<file path="src/rtl/disp_tg_pkg.sv">
package disp_tg_pkg;

   localparam int unsigned SPAN_W = 16;

   // True when pos lies in the half-open window [first, first + len).
   function automatic logic in_span(input logic [SPAN_W-1:0] pos,
                                    input logic [SPAN_W-1:0] first,
                                    input logic [SPAN_W-1:0] len);
      logic [SPAN_W:0] stop;
      stop = {1'b0, first} + {1'b0, len};
      return ({1'b0, pos} >= {1'b0, first}) && ({1'b0, pos} < stop);
   endfunction

endpackage

</file>
<file path="src/rtl/disp_tg_sync.sv">
module disp_tg_sync #(
   parameter int unsigned SW       = 8,
   parameter bit          HALF_RES = 1'b1
) (
   input  logic          clk_i,
   input  logic          rst_ni,
   input  logic          start_i,
   input  logic [SW-1:0] width_i,
   output logic          sync_o
);

   localparam logic [SW-1:0] IDX_MAX = '1;

   logic [SW-1:0] idx_q;
   logic [SW-1:0] cur;
   logic [SW-1:0] full;
   logic          main_on;
   logic          tail_cond;
   logic          tail_on;

   assign full = width_i >> 1;
   assign cur  = start_i ? '0 : idx_q;

   // clocks elapsed since the last start, saturating
   always_ff @(posedge clk_i) begin
      if (!rst_ni)               idx_q <= IDX_MAX;
      else if (start_i)          idx_q <= SW'(1);
      else if (idx_q != IDX_MAX) idx_q <= idx_q + 1'b1;
   end

   assign main_on   = cur < full;
   assign tail_cond = width_i[0] && (cur == full);

   generate
      if (HALF_RES) begin : g_half
         logic tail_done_q;
         // cuts the tail clock at its falling edge
         always_ff @(negedge clk_i) begin
            if (!rst_ni) tail_done_q <= 1'b0;
            else         tail_done_q <= tail_cond;
         end
         assign tail_on = tail_cond & ~tail_done_q;
      end else begin : g_whole
         assign tail_on = tail_cond;
      end
   endgenerate

   assign sync_o = main_on | tail_on;


   tail_once_chk: assert property (@(posedge clk_i) disable iff (!rst_ni)
      tail_cond |=> !tail_cond);


   lead_edge_chk: assert property (@(posedge clk_i) disable iff (!rst_ni)
      $rose(main_on) |-> start_i);

endmodule

</file>
<file path="src/rtl/disp_tg_cnt.sv">
module disp_tg_cnt #(
   parameter int unsigned HW      = 12,
   parameter int unsigned VW      = 11,
   parameter int unsigned CW      = 3,
   parameter int unsigned MAX_CPP = 4,
   localparam int unsigned CIW    = (MAX_CPP > 1) ? $clog2(MAX_CPP) : 1
) (
   input  logic           clk_i,
   input  logic           rst_ni,
   input  logic [HW-1:0]  line_len_i,
   input  logic [HW-1:0]  hlead_i,
   input  logic [VW-1:0]  frame_h_i,
   input  logic [CW-1:0]  cpp_i,
   output logic [HW-1:0]  col_o,
   output logic [VW-1:0]  line_o,
   output logic [CIW-1:0] comp_o,
   output logic           frame_end_o
);

   logic [HW-1:0]  col_q, col_n;
   logic [VW-1:0]  line_q, line_n;
   logic [CIW-1:0] comp_q, comp_n;
   logic [CW-1:0]  cpp_eff;
   logic           col_wrap, line_wrap, comp_wrap;

   always_comb begin
      if (cpp_i == '0)                   cpp_eff = CW'(1);
      else if (int'(cpp_i) > MAX_CPP)    cpp_eff = CW'(MAX_CPP);
      else                               cpp_eff = cpp_i;
   end

   assign col_wrap  = col_q >= line_len_i - 1'b1;
   assign line_wrap = line_q >= frame_h_i - 1'b1;
   assign comp_wrap = int'(comp_q) >= int'(cpp_eff) - 1;

   always_comb begin
      col_n  = col_wrap ? '0 : col_q + 1'b1;
      line_n = line_q;
      if (col_wrap) line_n = line_wrap ? '0 : line_q + 1'b1;
      if (col_n == '0 || col_n == hlead_i) comp_n = '0;
      else if (comp_wrap)                   comp_n = '0;
      else                                  comp_n = comp_q + 1'b1;
   end

   always_ff @(posedge clk_i) begin
      if (!rst_ni) begin
         col_q  <= '0;
         line_q <= '0;
         comp_q <= '0;
      end else begin
         col_q  <= col_n;
         line_q <= line_n;
         comp_q <= comp_n;
      end
   end

   assign col_o       = col_q;
   assign line_o      = line_q;
   assign comp_o      = comp_q;
   assign frame_end_o = col_wrap & line_wrap;


   col_range_chk: assert property (@(posedge clk_i) disable iff (!rst_ni)
      col_q < line_len_i);


   line_hold_chk: assert property (@(posedge clk_i) disable iff (!rst_ni)
      !col_wrap |=> $stable(line_q));


   comp_range_chk: assert property (@(posedge clk_i) disable iff (!rst_ni)
      int'(comp_q) < int'(cpp_eff));

endmodule

</file>
<file path="src/rtl/disp_tg_top.sv">
module disp_tg_top #(
   parameter int unsigned HW       = 12,
   parameter int unsigned VW       = 11,
   parameter int unsigned SW       = 8,
   parameter int unsigned CW       = 3,
   parameter int unsigned MAX_CPP  = 4,
   parameter bit          HALF_RES = 1'b1
) (
   input  logic               clk_i,
   input  logic               rst_ni,
   input  logic [HW-1:0]      cfg_line_len_i,
   input  logic [SW-1:0]      cfg_hsync_hw_i,
   input  logic [HW-1:0]      cfg_hlead_i,
   input  logic [HW-1:0]      cfg_hact_i,
   input  logic [VW-1:0]      cfg_frame_h_i,
   input  logic [SW-1:0]      cfg_vsync_hw_i,
   input  logic [VW-1:0]      cfg_vlead_i,
   input  logic [VW-1:0]      cfg_vact_i,
   input  logic [CW-1:0]      cfg_cpp_i,
   output logic               hsync_o,
   output logic               vsync_o,
   output logic               de_o,
   output logic [MAX_CPP-1:0] comp_stb_o,
   output logic [HW-1:0]      col_o,
   output logic [VW-1:0]      line_o
);
   import disp_tg_pkg::*;

   localparam int unsigned CIW = (MAX_CPP > 1) ? $clog2(MAX_CPP) : 1;

   generate
      if (HW > SPAN_W || VW > SPAN_W) begin : g_bad_pos_w
         $error("disp_tg_top: HW and VW must not exceed SPAN_W");
      end
      if (MAX_CPP < 1 || MAX_CPP >= (1 << CW)) begin : g_bad_cpp
         $error("disp_tg_top: MAX_CPP must be 1 .. 2**CW-1");
      end
      if (SW < 2) begin : g_bad_sw
         $error("disp_tg_top: SW must be at least 2");
      end
   endgenerate

   // shadow configuration, frame-synchronous
   logic [HW-1:0] sh_len, sh_hlead, sh_hact;
   logic [VW-1:0] sh_fh, sh_vlead, sh_vact;
   logic [SW-1:0] sh_hsw, sh_vsw;
   logic [CW-1:0] sh_cpp;

   logic [HW-1:0]  col;
   logic [VW-1:0]  line;
   logic [CIW-1:0] comp;
   logic           frame_end;
   logic           de;

   always_ff @(posedge clk_i) begin
      if (!rst_ni || frame_end) begin
         sh_len   <= cfg_line_len_i;
         sh_hlead <= cfg_hlead_i;
         sh_hact  <= cfg_hact_i;
         sh_fh    <= cfg_frame_h_i;
         sh_vlead <= cfg_vlead_i;
         sh_vact  <= cfg_vact_i;
         sh_hsw   <= cfg_hsync_hw_i;
         sh_vsw   <= cfg_vsync_hw_i;
         sh_cpp   <= cfg_cpp_i;
      end
   end

   disp_tg_cnt #(.HW(HW), .VW(VW), .CW(CW), .MAX_CPP(MAX_CPP)) i_cnt (
      .clk_i       (clk_i),
      .rst_ni      (rst_ni),
      .line_len_i  (sh_len),
      .hlead_i     (sh_hlead),
      .frame_h_i   (sh_fh),
      .cpp_i       (sh_cpp),
      .col_o       (col),
      .line_o      (line),
      .comp_o      (comp),
      .frame_end_o (frame_end)
   );

   disp_tg_sync #(.SW(SW), .HALF_RES(HALF_RES)) i_hsync (
      .clk_i   (clk_i),
      .rst_ni  (rst_ni),
      .start_i (col == '0),
      .width_i (sh_hsw),
      .sync_o  (hsync_o)
   );

   disp_tg_sync #(.SW(SW), .HALF_RES(HALF_RES)) i_vsync (
      .clk_i   (clk_i),
      .rst_ni  (rst_ni),
      .start_i (col == '0 && line == '0),
      .width_i (sh_vsw),
      .sync_o  (vsync_o)
   );

   assign de = in_span(SPAN_W'(col),  SPAN_W'(sh_hlead), SPAN_W'(sh_hact))
            && in_span(SPAN_W'(line), SPAN_W'(sh_vlead), SPAN_W'(sh_vact));

   generate
      for (genvar k = 0; k < MAX_CPP; k++) begin : g_stb
         assign comp_stb_o[k] = de && (comp == CIW'(k));
      end
   endgenerate

   assign de_o   = de;
   assign col_o  = col;
   assign line_o = line;


   stb_onehot_chk: assert property (@(posedge clk_i) disable iff (!rst_ni)
      de_o |-> $countones(comp_stb_o) == 1);


   stb_idle_chk: assert property (@(posedge clk_i) disable iff (!rst_ni)
      !de_o |-> comp_stb_o == '0);


   vs_start_chk: assert property (@(posedge clk_i) disable iff (!rst_ni)
      $rose(vsync_o) |-> (col_o == '0 && line_o == '0));


   cfg_hold_chk: assert property (@(posedge clk_i) disable iff (!rst_ni)
      !frame_end |=> ($stable(sh_len) && $stable(sh_fh) && $stable(sh_hsw)
                      && $stable(sh_vsw) && $stable(sh_cpp)));

endmodule

</file>
<file path="config.mk">
export PLATFORM = sky130hd
export DESIGN_NAME = disp_tg_top
export DESIGN_NICKNAME = d
export VERILOG_FILES = /design/src/rtl/disp_tg_pkg.sv /design/src/rtl/disp_tg_sync.sv /design/src/rtl/disp_tg_cnt.sv /design/src/rtl/disp_tg_top.sv
export SDC_FILE = /design/constraint.sdc
export NUM_CORES = 1
export LEC_CHECK = 0
export BUFFER_PORTS_ARGS = -buffer_cell sky130_fd_sc_hd__buf_2
export CORE_UTILIZATION = 50
export DETAILED_ROUTE_END_ITERATION = 6
export PLACE_DENSITY = 0.8
export SLEW_MARGIN = 5
export SYNTH_ARGS = -nofsm -noshare
export SYNTH_HDL_FRONTEND = slang
export SYNTH_SLANG_ARGS = --single-unit
</file>
<file path="constraint.sdc">
create_clock -name clk_i -period 8.18 [get_ports clk_i]
set_clock_uncertainty 0.15 [all_clocks]
set_input_delay 1.636 -clock clk_i [delete_from_list [all_inputs] [get_ports clk_i]]
set_output_delay 1.636 -clock clk_i [all_outputs]
set_load 0.02 [all_outputs]
</file>
# After elaboration in Yosys (flattened, before gate mapping)

Cells that the tools add are included.
W data, S select, Z words.

Register bits after elaboration: 131
Logic and storage cells: 87

Add/sub/neg operators: 10
$lt $le $gt $ge: 10
Eq/ne operators: 8
Muxes and demuxes: 10
Bitwise gates (word level): 8
Reduce and logical (&&, ||, !) cells: 23

Operators by type and width:

| operator                | number |
|---|---|
| $mux W8                 | 6 |
| $ge A3 B32 Y1           | 1 |
| $ge A12 B12 Y1          | 2 |
| $logic_not A12 Y1       | 2 |
| $ge A11 B11 Y1          | 2 |
| $add A8 B1 Y8 const B   | 2 |
| $eq A8 B7 Y1            | 2 |
| $lt A8 B7 Y1            | 2 |
| $ne A8 B8 Y1 const B    | 2 |
| $add A12 B12 Y13        | 1 |
| $lt A12 B13 Y1          | 1 |
| $add A11 B11 Y12        | 1 |
| $add A12 B1 Y12 const B | 1 |
| $eq A12 B12 Y1          | 1 |
| $lt A11 B12 Y1          | 1 |
| $mux W12                | 1 |
| $sub A12 B1 Y12 const B | 1 |
| $add A11 B1 Y11 const B | 1 |
| $logic_not A11 Y1       | 1 |
| $mux W11                | 1 |
| $sub A11 B1 Y11 const B | 1 |
| $logic_and A1 B1 Y1     | 10 |
| $mux W3                 | 2 |
| $eq A2 B2 Y1 const B    | 2 |
| 14 further kinds        | 22 |

# Logic depth before layout (Yosys ltp)

Depth after elaboration: 7
Depth in mapped cells: 17
Depth with buffers taken out: 17

# Cells and area by module

From an unflattened synthesis, not the netlist that was laid out.

Cell total of the unflattened synthesis: 792
Area total of the unflattened synthesis: 8,344.3 um^2

By module, submodules not included:

| module                 | instances | cells an instance | area an instance (um^2) |
|---|---|---|---|
| disp_tg_top            | 1         | 353               | 4,742.0 |
| disp_tg_cnt            | 1         | 285               | 2,301.0 |
| disp_tg_sync (i_vsync) | 1         | 77                | 651.9 |
| disp_tg_sync (i_hsync) | 1         | 77                | 649.4 |

==> impl_metrics.env <==
export IMPL_grt_max_degree=89
export IMPL_path_depth=3
export IMPL_syn_inst=811
export IMPL_wirelength_um=18610
export IMPL_fin_hold_ws_ps=356.9
export IMPL_start_util=0.5097
export IMPL_yosys_warnings=0
export IMPL_clock_path_buffers=2
export IMPL_synth_main_ff_cell="edfxtp_1"
export IMPL_num_vias=6387
export IMPL_final_cell_area_mm2=0.009862
export IMPL_cp_slowest_cell="dfxtp_1"
export IMPL_status="completed"
export IMPL_drv_cap=0
export IMPL_reg2reg_depth=10
export IMPL_avgViaCountPerCell=5.468
export IMPL_yosysMostFrequentCell="ha_1"
export IMPL_syn_num_nets=1022
export IMPL_gp_congestion=0.8564
export IMPL_cts_hold_repair_buffers=0
export IMPL_setup_tns_ps=0
export IMPL_post_place_ws_ps=1343
export IMPL_path_cells="nand3b_1, a22oi_1, buf_2"
export IMPL_synth_edff_count=88
export IMPL_hpwl_um=13740
export IMPL_synth_area_leaders="edfxtp_1 31%, ha_1 18%, dfxtp_1 10%"
export IMPL_start_kind="flip-flop"
export IMPL_finalWorstSetupSlack_ps=1062
export IMPL_overflow=0
export IMPL_worstPathMaxFanout=1
export IMPL_rows=47
export IMPL_slowest_delay_ps=290
export IMPL_antenna_found_initial=1
export IMPL_seqCellArea_mm2=0.003503
export IMPL_multi_input_area_mm2=0.004621
export IMPL_hp_start="i_cnt.comp_o[0]$_SDFF_PP0_"
export IMPL_synth_top_area_share=0.3138
export IMPL_post_cts_resized=0
export IMPL_io_pins=120
export IMPL_slew_viol_final=0
export IMPL_rrSetupSlack_ps=1320
export IMPL_htreeDepth=4
export IMPL_drc_errors=0
export IMPL_synth_avg_cell_area_um2=10.38
export IMPL_endpoint="vsync_o"
export IMPL_ys_ff_latch=131
export IMPL_fillers=1339
export IMPL_area_growth_pct=17.10
export IMPL_first_pass_iters=5
export IMPL_cts_setup_buffers=0
export IMPL_grt_pass1_wl_um=30040
export IMPL_path_class="reg2out"
export IMPL_cts_tree="done"
export IMPL_endpoint_kind="output port"
export IMPL_grt_use_total=0.2214
export IMPL_fp_coreArea_mm2=0.01652
export IMPL_critPathLaunch="i_vsync.g_half.tail_done_q$_SDFF_NN0_"
export IMPL_worstMarginPinSlew_ps=1169
export IMPL_hold_class="reg2reg"
export IMPL_die_width_um=131.8
export IMPL_die_h_um=131.8
export IMPL_port_buffer_count=119
export IMPL_cts_buffers=17
export IMPL_synth_cell_types=69
export IMPL_yosysSeqAreaShare=0.4160
export IMPL_dieArea_mm2=0.01737
export IMPL_cpLargestDelayFamily="flip-flops"
export IMPL_slew_headroom=0.2207
export IMPL_finalHoldViolCount=0
export IMPL_synthesis_area_mm2=0.008422
export IMPL_clock_sinks=131
export IMPL_worstPathRequired_ps=6390
export IMPL_wl_per_cell_um=15.94
export IMPL_irDropWorstVdd_v=0.0001675
export IMPL_antenna_left=0
export IMPL_arrival_ps=5330
export IMPL_path_clk_slew_ps=60
export IMPL_clockRootBuffer="clkbuf_16"
export IMPL_r2r_end="i_vsync.g_half.tail_done_q$_SDFF_NN0_"
export IMPL_grt_pass1_vias=6333
export IMPL_layout_nets=1145
export IMPL_fin_util=0.5968
export IMPL_setup_viol=0
export IMPL_p_leak_nw=4.404
export IMPL_dpl_instance_area_mm2=0.009209
export IMPL_rr_startpoint="i_cnt.col_o[5]$_SDFF_PN0_"
export IMPL_crit_buf_inv=1
export IMPL_clkLatencyLatePin_ps=420
export IMPL_synth_async_reset_ratio=0
export IMPL_power_density_mw_per_mm2=191.5
export IMPL_drtIter0Drc=397
export IMPL_synth_area_leader_cell="edfxtp_1"
export IMPL_synthTopCellsByCount="119 x ha_1, 88 x edfxtp_1, 57 x nor2_1"
export IMPL_grt_setup_unrepaired="no"
export IMPL_drive_gt1_frac=0.1763
cell usage in the layout (no fill, tap or decap), types with 3 or more instances in the layout:
cell type and count:
o31ai_1 3, o21ai_0 41, nor3_1 19, or3_1 5, and3_1 10, inv_1 56
nand3_1 23, nand2_1 32, mux2i_1 6, edfxtp_1 88, nor4_1 12, clkbuf_16 19
xor2_1 31, o21a_1 11, nand3b_1 4, buf_2 119, a21o_1 16, or4_1 3
a2bb2oi_1 3, bufinv_16 3, a211oi_1 6, nand2b_1 15, nand4_1 15, nor2b_1 5
dfxtp_1 43, nor3b_1 7, xnor2_1 40, a31oi_1 6, o21bai_1 5, nor2_1 57
and2_1 19, ha_1 119, a21oi_1 49
sequential cells by signal (all words and copies together) (netlist names), 2 cells and up:
signal,flops
sh_len,12
sh_fh,11
sh_vsw,8
i_cnt.comp_o,2
sh_hact,12
sh_hlead,12
i_cnt.line_o,11
sh_hsw,8
sh_vlead,11
i_cnt.col_o,12
i_hsync.idx_q,8
i_vsync.idx_q,8
sh_cpp,3
sh_vact,11
layout make-up:
type / count / area share
repair buffers: 120 / 0.06115
multi-input cells: 608 / 0.4685
flip-flops and latches: 131 / 0.3552
clock buffers: 22 / 0.05138
well taps: 220 / 0.02791
inverters: 54 / 0.02055
clock inverters: 12 / 0.01497
diodes: 1 / 0.0002537
cell families after synthesis:
logic type               Yosys count  share of synthesized area
AND/OR/NAND/NOR                  242                     0.1557
adder cells (fa/ha/maj)          122                     0.1827
buffers and inverters             72                    0.03566
AO/OA/AOI/OAI                    163                     0.1217
multiplexers                       8                   0.009805
XOR/XNOR                          73                    0.07844
flip-flops                       131                     0.4160
worst min-delay path by stage:
stage | depth (start not counted) | slack [ps] | end
global placement | 1 | 330 | i_cnt.comp_o[0]$_SDFF_PP0_
CTS | 1 | 350 | i_cnt.comp_o[0]$_SDFF_PP0_
global route | 1 | 390 | i_cnt.comp_o[0]$_SDFF_PP0_
detailed placement | 1 | 340 | i_cnt.comp_o[0]$_SDFF_PP0_
floorplan | 1 | 310 | i_cnt.comp_o[0]$_SDFF_PP0_
finish | 1 | 360 | i_cnt.comp_o[0]$_SDFF_PP0_
layer usage:
layer,GRT usage,part of all wire,vias up
li1,-,-,3217
met5,0,0,-
met4,0.1008,0.030,0
met3,0.05729,0.050,39
met1,0.2649,0.44,2948
met2,0.3739,0.48,183
where the power goes:
part	internal (mW)	total, mW	switching [mW]
logic	0.127	0.278	0.151
registers	0.748	0.784	0.0362
clock network	0.533	0.826	0.293
total	1.41	1.89	0.479
through the flow:
stage	instances	total power [mW]
after global placement	1134	1.062
after CTS	1167	1.902
after detailed placement	1134	1.073
final	1168	1.888
after floorplan	811	0.9913
after global routing	1168	1.970
No activity file was read; power rests on OpenSTA's default activity.
